[src/rtl/opstate_pkg.sv]
package opstate_pkg;
  localparam int STAT_W = 3;
  localparam int TGT_W  = 2;
  localparam int CMD_W  = 2;

  localparam logic [STAT_W-1:0] ST_INIT   = 3'd0;
  localparam logic [STAT_W-1:0] ST_CONFIG = 3'd1;
  localparam logic [STAT_W-1:0] ST_ACCESS = 3'd3;
  localparam logic [STAT_W-1:0] ST_LOWPWR = 3'd5;

  localparam logic [TGT_W-1:0] TGT_CONFIG = 2'd0;
  localparam logic [TGT_W-1:0] TGT_ACCESS = 2'd1;
  localparam logic [TGT_W-1:0] TGT_LOWPWR = 2'd2;
  localparam logic [TGT_W-1:0] TGT_RSVD   = 2'd3;

  typedef enum logic [CMD_W-1:0] {
    CMD_WAKE  = 2'd0,
    CMD_CFG   = 2'd1,
    CMD_GO    = 2'd2,
    CMD_SLEEP = 2'd3
  } cmd_e;

  typedef enum logic [1:0] {PH_IDLE, PH_DECIDE, PH_WAIT} phase_e;

  function automatic logic stat_known(input logic [STAT_W-1:0] s);
    return (s == ST_INIT) || (s == ST_CONFIG) || (s == ST_ACCESS) || (s == ST_LOWPWR);
  endfunction

  function automatic logic [STAT_W-1:0] goal_state(input logic [TGT_W-1:0] t);
    case (t)
      TGT_CONFIG: return ST_CONFIG;
      TGT_ACCESS: return ST_ACCESS;
      default:    return ST_LOWPWR;
    endcase
  endfunction

  function automatic logic [STAT_W-1:0] cmd_result(input cmd_e c);
    case (c)
      CMD_WAKE:  return ST_ACCESS;
      CMD_CFG:   return ST_CONFIG;
      CMD_GO:    return ST_ACCESS;
      default:   return ST_LOWPWR;
    endcase
  endfunction

  function automatic cmd_e pick_cmd(input logic [STAT_W-1:0] s, input logic [TGT_W-1:0] t);
    cmd_e c;
    c = CMD_CFG;
    case (s)
      ST_LOWPWR: c = CMD_WAKE;
      ST_INIT:   c = CMD_CFG;
      ST_CONFIG: c = CMD_GO;
      ST_ACCESS: c = (t == TGT_LOWPWR) ? CMD_SLEEP : CMD_CFG;
      default:   c = CMD_CFG;
    endcase
    return c;
  endfunction
endpackage

[src/rtl/opstate_step.sv]
module opstate_step
  import opstate_pkg::*;
(
  input  logic [STAT_W-1:0] stat,
  input  logic [TGT_W-1:0]  tgt,
  output logic              known,
  output logic              at_goal,
  output cmd_e              step_cmd,
  output logic [STAT_W-1:0] step_expect
);
  always_comb begin
    known       = stat_known(stat);
    at_goal     = known && (stat == goal_state(tgt));
    step_cmd    = pick_cmd(stat, tgt);
    step_expect = cmd_result(step_cmd);
  end
endmodule

[src/rtl/opstate_ctrl.sv]
module opstate_ctrl
  import opstate_pkg::*;
(
  input  logic              clk,
  input  logic              rst_n,
  input  logic              req_valid,
  input  logic [TGT_W-1:0]  req_target,
  input  logic [STAT_W-1:0] stat,
  input  logic              known,
  input  logic              at_goal,
  input  cmd_e              step_cmd,
  input  logic [STAT_W-1:0] step_expect,
  output logic [TGT_W-1:0]  tgt_q,
  output phase_e            phase,
  output logic              confirm_hit,
  output logic              cmd_valid,
  output cmd_e              cmd_code,
  output logic              done
);
  logic [STAT_W-1:0] expect_q;
  logic              accept;

  assign accept      = (phase == PH_IDLE) && req_valid && (req_target != TGT_RSVD);
  assign confirm_hit = (phase == PH_WAIT) && (stat == expect_q);

  always_ff @(posedge clk or negedge rst_n) begin
    if (!rst_n) begin
      phase     <= PH_IDLE;
      tgt_q     <= TGT_CONFIG;
      expect_q  <= ST_INIT;
      cmd_valid <= 1'b0;
      cmd_code  <= CMD_WAKE;
      done      <= 1'b0;
    end else begin
      cmd_valid <= 1'b0;
      done      <= 1'b0;
      case (phase)
        PH_IDLE: begin
          if (accept) begin
            tgt_q <= req_target;
            phase <= PH_DECIDE;
          end
        end
        PH_DECIDE: begin
          if (known) begin
            if (at_goal) begin
              done  <= 1'b1;
              phase <= PH_IDLE;
            end else begin
              cmd_valid <= 1'b1;
              cmd_code  <= step_cmd;
              expect_q  <= step_expect;
              phase     <= PH_WAIT;
            end
          end
        end
        PH_WAIT: begin
          if (confirm_hit) phase <= PH_DECIDE;
        end
        default: phase <= PH_IDLE;
      endcase
    end
  end
endmodule

[src/rtl/dram_opstate_seq.sv]
module dram_opstate_seq
  import opstate_pkg::*;
(
  input  logic        clk,
  input  logic        rst_n,
  input  logic        req_valid,
  input  logic [1:0]  req_target,
  output logic        busy,
  output logic        done,
  output logic        cmd_valid,
  output logic [1:0]  cmd_code,
  input  logic [2:0]  stat_i
);
  logic [TGT_W-1:0]  tgt_q;
  phase_e            phase;
  logic              stat_ok;
  logic              at_goal;
  cmd_e              step_cmd;
  logic [STAT_W-1:0] step_expect;
  logic              confirm_hit;
  cmd_e              cmd_q;
  logic              in_wait;
  logic              in_decide;

  opstate_step u_step (
    .stat(stat_i), .tgt(tgt_q), .known(stat_ok), .at_goal(at_goal),
    .step_cmd(step_cmd), .step_expect(step_expect)
  );

  opstate_ctrl u_ctrl (
    .clk(clk), .rst_n(rst_n), .req_valid(req_valid), .req_target(req_target),
    .stat(stat_i), .known(stat_ok), .at_goal(at_goal), .step_cmd(step_cmd),
    .step_expect(step_expect), .tgt_q(tgt_q), .phase(phase),
    .confirm_hit(confirm_hit), .cmd_valid(cmd_valid), .cmd_code(cmd_q), .done(done)
  );

  assign cmd_code  = cmd_q;
  assign busy      = (phase != PH_IDLE);
  assign in_wait   = (phase == PH_WAIT);
  assign in_decide = (phase == PH_DECIDE);
endmodule

[config.mk]
export PLATFORM = sky130hd
export DESIGN_NAME = dram_opstate_seq
export DESIGN_NICKNAME = d
export VERILOG_FILES = /design/src/rtl/opstate_pkg.sv /design/src/rtl/opstate_step.sv /design/src/rtl/opstate_ctrl.sv /design/src/rtl/dram_opstate_seq.sv
export SDC_FILE = /design/constraint.sdc
export NUM_CORES = 1
export LEC_CHECK = 0
export BUFFER_PORTS_ARGS = -buffer_cell sky130_fd_sc_hd__buf_2
export CAP_MARGIN = 40
export CORE_AREA = 2 2 39 41
export DETAILED_ROUTE_END_ITERATION = 10
export DIE_AREA = 0 0 41 43
export PLACE_DENSITY = 0.75
export SLEW_MARGIN = 5
export SYNTH_ARGS = -nofsm -noshare
export SYNTH_HDL_FRONTEND = slang
export SYNTH_SLANG_ARGS = --single-unit
[constraint.sdc]
create_clock -name clk -period 2.3 [get_ports clk]
set_clock_uncertainty 0.2 [all_clocks]
set_input_delay 0.46 -clock clk [delete_from_list [all_inputs] [get_ports clk]]
set_output_delay 0.46 -clock clk [all_outputs]
set_load 0.05 [all_outputs]
==> impl_metrics.toml, run 1 <==
[status]
status = "finished clean"

[synth]
syn-cell-area_um2 = 569
synth_cell_types = 23
synthCells = 47
yosys-top-cells-count = "11 x dfrtp_1, 4 x nand2b_1"
seq_area_frac_synth_pct = 48.4
synthTopCellsByArea = "dfrtp_1 48%, mux2_4 7.9%, mux2_2 5.9%"
yosysMostFrequentCell = "dfrtp_1"
async_flop_share_pct = 100
synth-edff-count = 0
yosys_most_used_dff = "dfrtp_1"
ys_ff_latch = 11
synth_top_cell_by_area = "dfrtp_1"
yosysTopAreaCellShare_pct = 48.4
yosysWarnings = 0
synthesis.nets = 55
syn_avg_cell_area_um2 = 12.1

[timing]
layout_worst_path_cycle_share_pct = 82.4
min_period_ns = 1.89
max_freq_ghz = 0.528
tns_ns = 0
worstMarginPinSlew_ns = 0.253
maxSlewViolCount = 0
worst_slew_margin_rel_pct = 83.1
rsz0062_at_grt = "no"
finalHoldViolations = 0
hold_ws_ns = 0.234
setup_viol = 0

[setup_path]
crit_type = "reg -> out"
reg2reg_slack_ns = 0.57
arrival_ns = 1.23
cp_slowest_cell = "dfrtp_1"
cp.required_ns = 1.64
path_cells = "or2_2 > buf_2"
crit_path_end_kind = "output pin"
cp_num_buf_inv = 1
reg2reg_to = "u_ctrl.cmd_code[0]"
setup.worst_path.start_class = "flip-flop"
timing.critical_path.max_delay_family = "flip-flops"
r2r_start = "u_ctrl.tgt_q[1]"
cp_slowest_stage_delay_ns = 0.44
crit_fanout = 5
r2r_cells = 4

[clocking]
cts_buffers = 3
ctsHoldBuffers = 1
clock_latency_ns = 0.28
cts-root-to-sink-buffers = 2
cts_tree = "yes"
cts.sinks = 11
cts_root_buf = "clkbuf_4"
cts_setup_buffers = 0
ctsResizeCount = 0
cts.clk_slew.worst_paths_ns = 0.07
htreeDepth = 1

[power_and_ir_drop]
p_int_mw = 0.461
swShare_pct = 41.7
clockPowerShare_pct = 16.8
leakagePower_nw = 0.336
seqPwrFrac_pct = 39.9
ir_worst_vdd_mv = 0.523
p_switching_mw = 0.330
pwr-share-comb_pct = 43.3
powerDensity_mw_per_mm2 = 1150

[routing]
drt_pass1_iterations = 2
drt_wl_total_um = 1060
wl_per_cell_um = 13.2
ant_nets = 0
drcViolationCount = 0
dr_total_vias = 420
viasPerCell = 5.25
drtIter0Drc = 7

[cells_and_area]
areaGrowthSynthToFinish_pct = 20.7
drive_gt1_share_pct = 40.6
num_antenna_cells = 0
finalNetCount = 73

[floorplan]
core_mm2 = 0.00138
dieWidth_um = 41
initial_core_util_pct = 41.1
rows = 14
boundaryPins = 13
fp.dieH_um = 43
dieArea_mm2 = 0.00176

[worst_hold_path]
min_to = "u_ctrl.tgt_q[1]"
min_from = "req_target[1]"
hold_path_class = "in -> reg"
hold_path_depth = 2

[global_route]
grtUsageTotal_pct = 14.0
grt-ovfl-total = 0
grt_max_degree = 12
grt_first_pass_wirelength_um = 1570
first_global_vias = 384
antenna_found_initial = 0

[placed_design]
portBuffers = 12
dpl.hpwl_um = 792
place_congestion = 0.691

[flow_run]
maxCapViolations = 0
-- registers in the layout, summed over array words and instances (netlist names) --
| signal | flops |
|---|---|
| u_ctrl.cmd_code | 2 |
| u_ctrl.cmd_valid | 1 |
| u_ctrl.done | 1 |
| u_ctrl.expect_q | 3 |
| u_ctrl.phase | 2 |
| u_ctrl.tgt_q | 2 |
-- worst max-delay path by stage --
| stage | startpoint | endpoint | slack (ns) | cells past startpoint |
|---|---|---|---|---|
| after detailed placement | stat_i[1] | u_ctrl.cmd_code[0] | 0.34 | 5 |
| after floorplan | u_ctrl.phase[0] | u_ctrl.tgt_q[0] | 0.60 | 3 |
| after global placement | stat_i[1] | u_ctrl.cmd_code[0] | 0.36 | 5 |
| final | u_ctrl.phase[0] | busy | 0.41 | 2 |
| after CTS | u_ctrl.phase[0] | busy | 0.39 | 2 |
| after global routing | u_ctrl.phase[0] | busy | 0.35 | 2 |
-- metrics by stage --
stage / util (%) / power (mW) / std cells / cell area (um^2) / setup WS, ns
global placement: 46.9 / 0.655 / 75 / 649 / 0.360
floorplan: - / 0.584 / 47 / 569 / 0.595
global route: 49.6 / 0.839 / 80 / 687 / 0.354
detailed placement: 46.9 / 0.663 / 75 / 649 / 0.337
finish: 49.6 / 0.791 / 80 / 687 / 0.406
CTS: 49.6 / 0.802 / 80 / 687 / 0.388
-- final cells by class --
class	count	area, um^2
Fill cell	128	697
Multi-Input combinational cell	34	287
Clock buffer	3	22.5
Sequential cell	11	275
Tap cell	16	20.0
Clock inverter	1	5.00
Timing Repair Buffer	13	70.1
Inverter	2	7.51
-- per-layer routing --
layer / GRT usage, % / vias to the layer above / wire (um)
li1: - / 198 / -
met1: 14.7 / 207 / 464
met2: 21.9 / 11 / 521
met3: 4.71 / 4 / 43
met4: 10.0 / 0 / 25
met5: 0 / - / 0
-- power groups by stage --
stage	Clock (mW)	Sequential [mW]	Combinational, mW
after floorplan	0	0.381	0.203
after global placement	0	0.316	0.339
after detailed placement	0	0.319	0.344
after CTS	0.138	0.317	0.347
after global routing	0.147	0.326	0.366
final	0.133	0.316	0.342
-- cells in the final DEF, fill, tap and decap left out, types with 2 or more instances in the layout --
master | netlist | routed
buf_2 | 0 | 12
clkbuf_4 | 0 | 3
dfrtp_1 | 11 | 11
inv_1 | 2 | 2
mux2_2 | 3 | 3
mux2_4 | 3 | 3
nand2_1 | 3 | 3
nand2b_1 | 4 | 4
nor2_1 | 2 | 2
nor3_1 | 2 | 2
xor2_1 | 3 | 3
-- cells by family (layout without fill, tap and decap cells) --
group | count (synthesis) | in the layout | synth area share, %
xor+xnor | 3 | 3 | 4.62
compound gates | 5 | 5 | 7.47
mux | 7 | 7 | 15.6
buf+inv | 2 | 19 | 1.32
flops | 11 | 11 | 48.4
simple gates | 19 | 19 | 22.6
(Power assumes the default switching activity.)
==> inputs of run 2 (changes only) <==
--- a/config.mk
+++ b/config.mk
@@ -5,12 +5,12 @@
 export SDC_FILE = /design/constraint.sdc
 export NUM_CORES = 1
 export LEC_CHECK = 0
+export ABC_AREA = 1
 export BUFFER_PORTS_ARGS = -buffer_cell sky130_fd_sc_hd__buf_2
 export CAP_MARGIN = 40
-export CORE_AREA = 2 2 39 41
+export CORE_UTILIZATION = 45
 export DETAILED_ROUTE_END_ITERATION = 10
-export DIE_AREA = 0 0 41 43
-export PLACE_DENSITY = 0.75
+export PLACE_DENSITY = 0.8
 export SLEW_MARGIN = 5
 export SYNTH_ARGS = -nofsm -noshare
 export SYNTH_HDL_FRONTEND = slang
==> constraint.sdc (replaced) <==
create_clock -name clk -period 1.7 [get_ports clk]
set_clock_uncertainty 0.2 [all_clocks]
set_input_delay 0.34 -clock clk [delete_from_list [all_inputs] [get_ports clk]]
set_output_delay 0.34 -clock clk [all_outputs]
set_load 0.05 [all_outputs]
==> run 2 against run 1 <==
Die area fell by 17%. Utilization rose by 11 points. Synthesized cell count rose by 81%. Critical path depth rose by 1. Largest power group unchanged. Design area rose by 2.9%. Cell count rose by 45%. Power rose by 42%. Synthesized area rose by 4.2%. Register-to-register slack got worse by 0.22 ns. Hold slack got worse by 0.12 ns. Wire length rose by 5.9%.
==> impl_metrics.toml, run 2 <==
[status]
status = "finished clean"

[routing]
drcViolationCount = 0
ant_nets = 0
dr_total_vias = 566
wl_per_cell_um = 9.63
drtIter0Drc = 16
drt_wl_total_um = 1120
viasPerCell = 4.88
drt_pass1_iterations = 4

[setup_path]
reg2reg_slack_ns = 0.35
crit_path_end_kind = "output pin"
cp.required_ns = 1.16
crit_fanout = 4
arrival_ns = 1.09
reg2reg_to = "u_ctrl.expect_q[1]"
crit_start = "u_ctrl.phase[1]"
cp_slowest_stage_delay_ns = 0.42
cp_slowest_cell = "dfrtp_1"
setup.worst_path.start_class = "flip-flop"
r2r_start = "u_ctrl.phase[1]"
r2r_cells = 6
path_cells = "nor2_1 > inv_1 > buf_2"
crit_type = "reg -> out"

[floorplan]
fp.dieH_um = 38.3
dieWidth_um = 38.3
core_mm2 = 0.00117
initial_core_util_pct = 50.6
rows = 12
dieArea_mm2 = 0.00147
boundaryPins = 13

[timing]
min_period_ns = 1.63
worst_slew_margin_rel_pct = 83.4
worstMarginPinSlew_ns = 0.249
hold_ws_ns = 0.116
tns_ns = 0
rsz0062_at_grt = "no"
setup_viol = 0
finalHoldViolations = 0
layout_worst_path_cycle_share_pct = 95.7
max_freq_ghz = 0.614
fin_ws_ns = 0.0726
maxSlewViolCount = 0

[synth]
yosysWarnings = 0
yosys-top-cells-count = "37 x nand2_1, 14 x inv_1, 11 x dfrtp_1"
ys_ff_latch = 11
synthesis.nets = 93
syn_avg_cell_area_um2 = 6.98
async_flop_share_pct = 100
synth_top_cell_by_area = "dfrtp_1"
yosysMostFrequentCell = "nand2_1"
synth_cell_types = 11
syn-cell-area_um2 = 593
synth-edff-count = 0
seq_area_frac_synth_pct = 46.4
synthCells = 85
yosysTopAreaCellShare_pct = 46.4
synthTopCellsByArea = "dfrtp_1 46%, nand2_1 23%, inv_1 8.9%"
yosys_most_used_dff = "dfrtp_1"

[clocking]
cts-root-to-sink-buffers = 2
ctsResizeCount = 0
htreeDepth = 1
cts.sinks = 11
cts.clk_slew.worst_paths_ns = 0.07
cts_root_buf = "clkbuf_4"
cts_tree = "yes"
clock_latency_ns = 0.26
cts_buffers = 3

[power_and_ir_drop]
leakagePower_nw = 0.437
powerDensity_mw_per_mm2 = 1590
ir_worst_vdd_mv = 0.813

[global_route]
grt_max_degree = 12
grtUsageTotal_pct = 19.2
grt-ovfl-total = 0
first_global_vias = 470
antenna_found_initial = 0
grt_first_pass_wirelength_um = 1870

[placed_design]
dpl.hpwl_um = 880
place_congestion = 0.848
place_ws_ns = 0.237
portBuffers = 12

[flow_run]
maxCapViolations = 0

[cells_and_area]
num_antenna_cells = 0
areaGrowthSynthToFinish_pct = 19.2
drive_gt1_share_pct = 17.6
finalNetCount = 111
layout_commonest_cell = "nand2_1"
top_register = "u_ctrl.expect_q"
layout_common_cells = "37 x nand2_1, 14 x inv_1, 12 x buf_2, 11 x dfrtp_1, 9 x nor2_1"
largest_reg_flops = 3

[worst_hold_path]
min_to = "u_ctrl.tgt_q[1]"
hold_path_class = "in -> reg"
hold_path_depth = 2
min_from = "req_target[1]"
-- run 2: area by class of cell --
type	instances	area [um^2]
clock buffer	4	26.3
fill	113	464
inverter	14	52.6
multi-input combinational	60	265
sequential	11	275
tap	14	17.5
timing repair buffer	13	70.1
-- run 2: worst max path at each step --
stage	endpoint	slack, ns	depth (start not counted)
finish	busy	0.07	3
global route	busy	0.02	3
CTS	busy	0.07	3
detailed placement	u_ctrl.expect_q[1]	0.24	7
global placement	u_ctrl.cmd_code[1]	0.27	7
floorplan	busy	0.44	2
-- run 2: through the flow --
| step | cell area (um^2) | instances | total power, mW | util [%] |
|---|---|---|---|---|
| 6_report | 707 | 116 | 1.12 | 60.4 |
| 5_1_grt | 707 | 116 | 1.22 | 60.4 |
| 4_1_cts | 707 | 116 | 1.13 | 60.4 |
| 3_5_place_dp | 671 | 111 | 0.955 | 57.3 |
| 3_3_place_gp | 671 | 111 | 0.948 | 57.3 |
| 2_1_floorplan | 593 | 85 | 0.836 | - |
-- run 2: worst max-delay path, delay by kind of cell (launching register included) --
family,cells,cell delay [ns]
buf+inv,2,0.25
flops,1,0.42
simple gates,1,0.16
-- run 2: layer usage --
layer / share of wire [%] / vias to the layer above / global-route usage [%]
li1: - / 292 / -
met1: 50 / 255 / 28.0
met2: 45 / 17 / 28.0
met3: 4.5 / 2 / 3.49
met4: 0.36 / 0 / 8.04
met5: 0 / - / 0
-- run 2: cell families (layout without fill, tap and decap cells) --
kind of cell,after synthesis,in the layout,synth area share (%)
AND/OR/NAND/NOR,56,56,38.8
AO/OA/AOI/OAI,4,4,5.91
buffers and inverters,14,31,8.86
flip-flops,11,11,46.4
-- run 2: where the power goes --
part           switching (mW)  leakage (nW)  internal, mW  total, mW
sequential             0.0645         0.135         0.352      0.417
combinational           0.388         0.288         0.149      0.537
clock                  0.0791        0.0150        0.0905      0.170
total                   0.532         0.437         0.592       1.12
-- run 2: what timing repair did --
action	4_1_cts	5_1_grt
setup buffers	0	0
hold endpoints to repair	11	0
hold buffers	1	0
==> inputs of run 3 (changes only) <==
--- a/config.mk
+++ b/config.mk
@@ -11,6 +11,7 @@
 export CORE_UTILIZATION = 45
 export DETAILED_ROUTE_END_ITERATION = 10
 export PLACE_DENSITY = 0.8
+export SETUP_SLACK_MARGIN = 0.15
 export SLEW_MARGIN = 5
 export SYNTH_ARGS = -nofsm -noshare
 export SYNTH_HDL_FRONTEND = slang
==> run 3 against run 2 <==
First-iteration DRC count fell by 25%. Design area increased by 2.3%. Clock power about the same. Power rose by 4.7%. Fmax is 6.6% higher. Sequential cell count unchanged. Critical path type unchanged. Highest routed layer unchanged.
==> impl_metrics.toml, run 3 (synthesis results as in run 2) <==
[status]
status = "finished clean"

[routing]
viasPerCell = 4.74
ant_nets = 0
drt_pass1_iterations = 4
wl_per_cell_um = 9.97
drtIter0Drc = 12
drcViolationCount = 0
dr_total_vias = 555
drt_wl_total_um = 1170

[setup_path]
reg2reg_to = "u_ctrl.expect_q[1]"
timing.critical_path.max_delay_family = "flip-flops"
reg2reg_slack_ns = 0.24
setup.worst_path.start_class = "flip-flop"
cp_slowest_cell = "dfrtp_1"
crit_fanout = 4
cp_num_cells = 3
crit_end = "busy"
path_cells = "nor2_2 > inv_1 > buf_6"
crit_type = "reg -> out"
crit_path_end_kind = "output pin"
cp.required_ns = 1.16
cp_num_buf_inv = 2
r2r_cells = 7
crit_start = "u_ctrl.phase[0]"
arrival_ns = 0.99
cp_slowest_stage_delay_ns = 0.41
r2r_start = "u_ctrl.phase[1]"

[floorplan]
initial_core_util_pct = 50.6
rows = 12
dieArea_mm2 = 0.00147
dieWidth_um = 38.3
fp.dieH_um = 38.3
boundaryPins = 13
core_mm2 = 0.00117

[timing]
hold_ws_ns = 0.116
max_freq_ghz = 0.655
min_period_ns = 1.53
setup_viol = 0
worst_slew_margin_rel_pct = 83.8
maxSlewViolCount = 0
finalHoldViolations = 0
layout_worst_path_cycle_share_pct = 89.8
tns_ns = 0
worstMarginPinSlew_ns = 0.244
rsz0062_at_grt = "yes"

[clocking]
cts.clk_slew.worst_paths_ns = 0.07
cts_buffers = 3
cts_root_buf = "clkbuf_4"
clock_latency_ns = 0.26
cts-root-to-sink-buffers = 2
htreeDepth = 1
cts.sinks = 11
cts_tree = "yes"

[global_route]
first_global_vias = 508
grt-ovfl-total = 0
grtUsageTotal_pct = 19.9
grt_max_degree = 12
grt_first_pass_wirelength_um = 1940
antenna_found_initial = 0

[power_and_ir_drop]
ir_worst_vdd_mv = 0.799
powerDensity_mw_per_mm2 = 1630
leakagePower_nw = 0.445
finalPower_mw = 1.18

[placed_design]
portBuffers = 12
dpl.hpwl_um = 880
place_congestion = 0.848

[cells_and_area]
layout_common_cells = "37 x nand2_1, 14 x inv_1, 11 x buf_2, 11 x dfrtp_1"
num_antenna_cells = 0
largest_reg_flops = 3
top_register = "u_ctrl.expect_q"
drive_gt1_share_pct = 19.4
fillers = 108
seq_area_um2 = 275
areaGrowthSynthToFinish_pct = 21.9
finalNetCount = 112
multi_input_area_um2 = 268
layout_commonest_cell = "nand2_1"

[worst_hold_path]
hold_path_class = "in -> reg"
hold_path_depth = 2

[flow_run]
maxCapViolations = 0
==> run 3: cell types whose count changed in the layout (fill, tap and decap cells not counted) <==
cell    delta
buf_2      -1
nor2_2     +1
nor2_1     -1
buf_6      +1
buf_4      +1
==> run 3: timing repair <==
| action | CTS | global route |
|---|---|---|
| gates resized for setup | 3 | 0 |
| setup buffers | 1 | 0 |
| hold buffers | 1 | 0 |
| endpoints found under the setup margin | 1 | 2 |
| endpoints found under the hold margin | 11 | 0 |
==> run 3: area by class of cell <==
| cell class | instances | share of cell area [%] |
|---|---|---|
| Sequential cell | 11 | 38.1 |
| Multi-Input combinational cell | 60 | 37.0 |
| Timing Repair Buffer | 14 | 11.6 |
| Inverter | 14 | 7.27 |
| Clock buffer | 4 | 3.63 |
| Tap cell | 14 | 2.42 |
==> run 3: metal layers <==
metal  wire length [um]  global-route usage [%]
met5                  0                       0
met1                568                    27.6
met3                 32                    4.07
met2                562                    29.2
met4                  4                    9.82
==> run 3: power by group <==
part,switching (mW),internal [mW],leakage (nW)
clock network,0.0797,0.0905,0.0150
logic,0.408,0.186,0.295
registers,0.0599,0.352,0.135
==> run 3: worst min path at each step <==
stage	start	end	slack, ns
2_1_floorplan	rst_n	u_ctrl.cmd_code[0]	-0.16
3_3_place_gp	rst_n	u_ctrl.tgt_q[1]	0.02
3_5_place_dp	rst_n	u_ctrl.tgt_q[0]	0.02
4_1_cts	req_target[1]	u_ctrl.tgt_q[1]	0.11
5_1_grt	req_target[1]	u_ctrl.tgt_q[1]	0.11
6_report	req_target[1]	u_ctrl.tgt_q[1]	0.12
==> run 3: worst register-to-register path, cell delays in order, from the launching register on <==
cell	delay [ns]
dfrtp_1	0.39
buf_4	0.15
inv_1	0.08
nand2_1	0.11
a21oi_4	0.21
nand2_4	0.10
nand2_1	0.07
nand2_1	0.05
==> run 3: through the flow <==
| step | area [um^2] | worst slack (ns) | utilization [%] | cells |
|---|---|---|---|---|
| after floorplan | 593 | 0.436 | - | 85 |
| after global placement | 671 | 0.266 | 57.3 | 111 |
| after detailed placement | 671 | 0.237 | 57.3 | 111 |
| after CTS | 723 | 0.163 | 61.8 | 117 |
| after global routing | 723 | 0.123 | 61.8 | 117 |
| final | 723 | 0.173 | 61.8 | 117 |
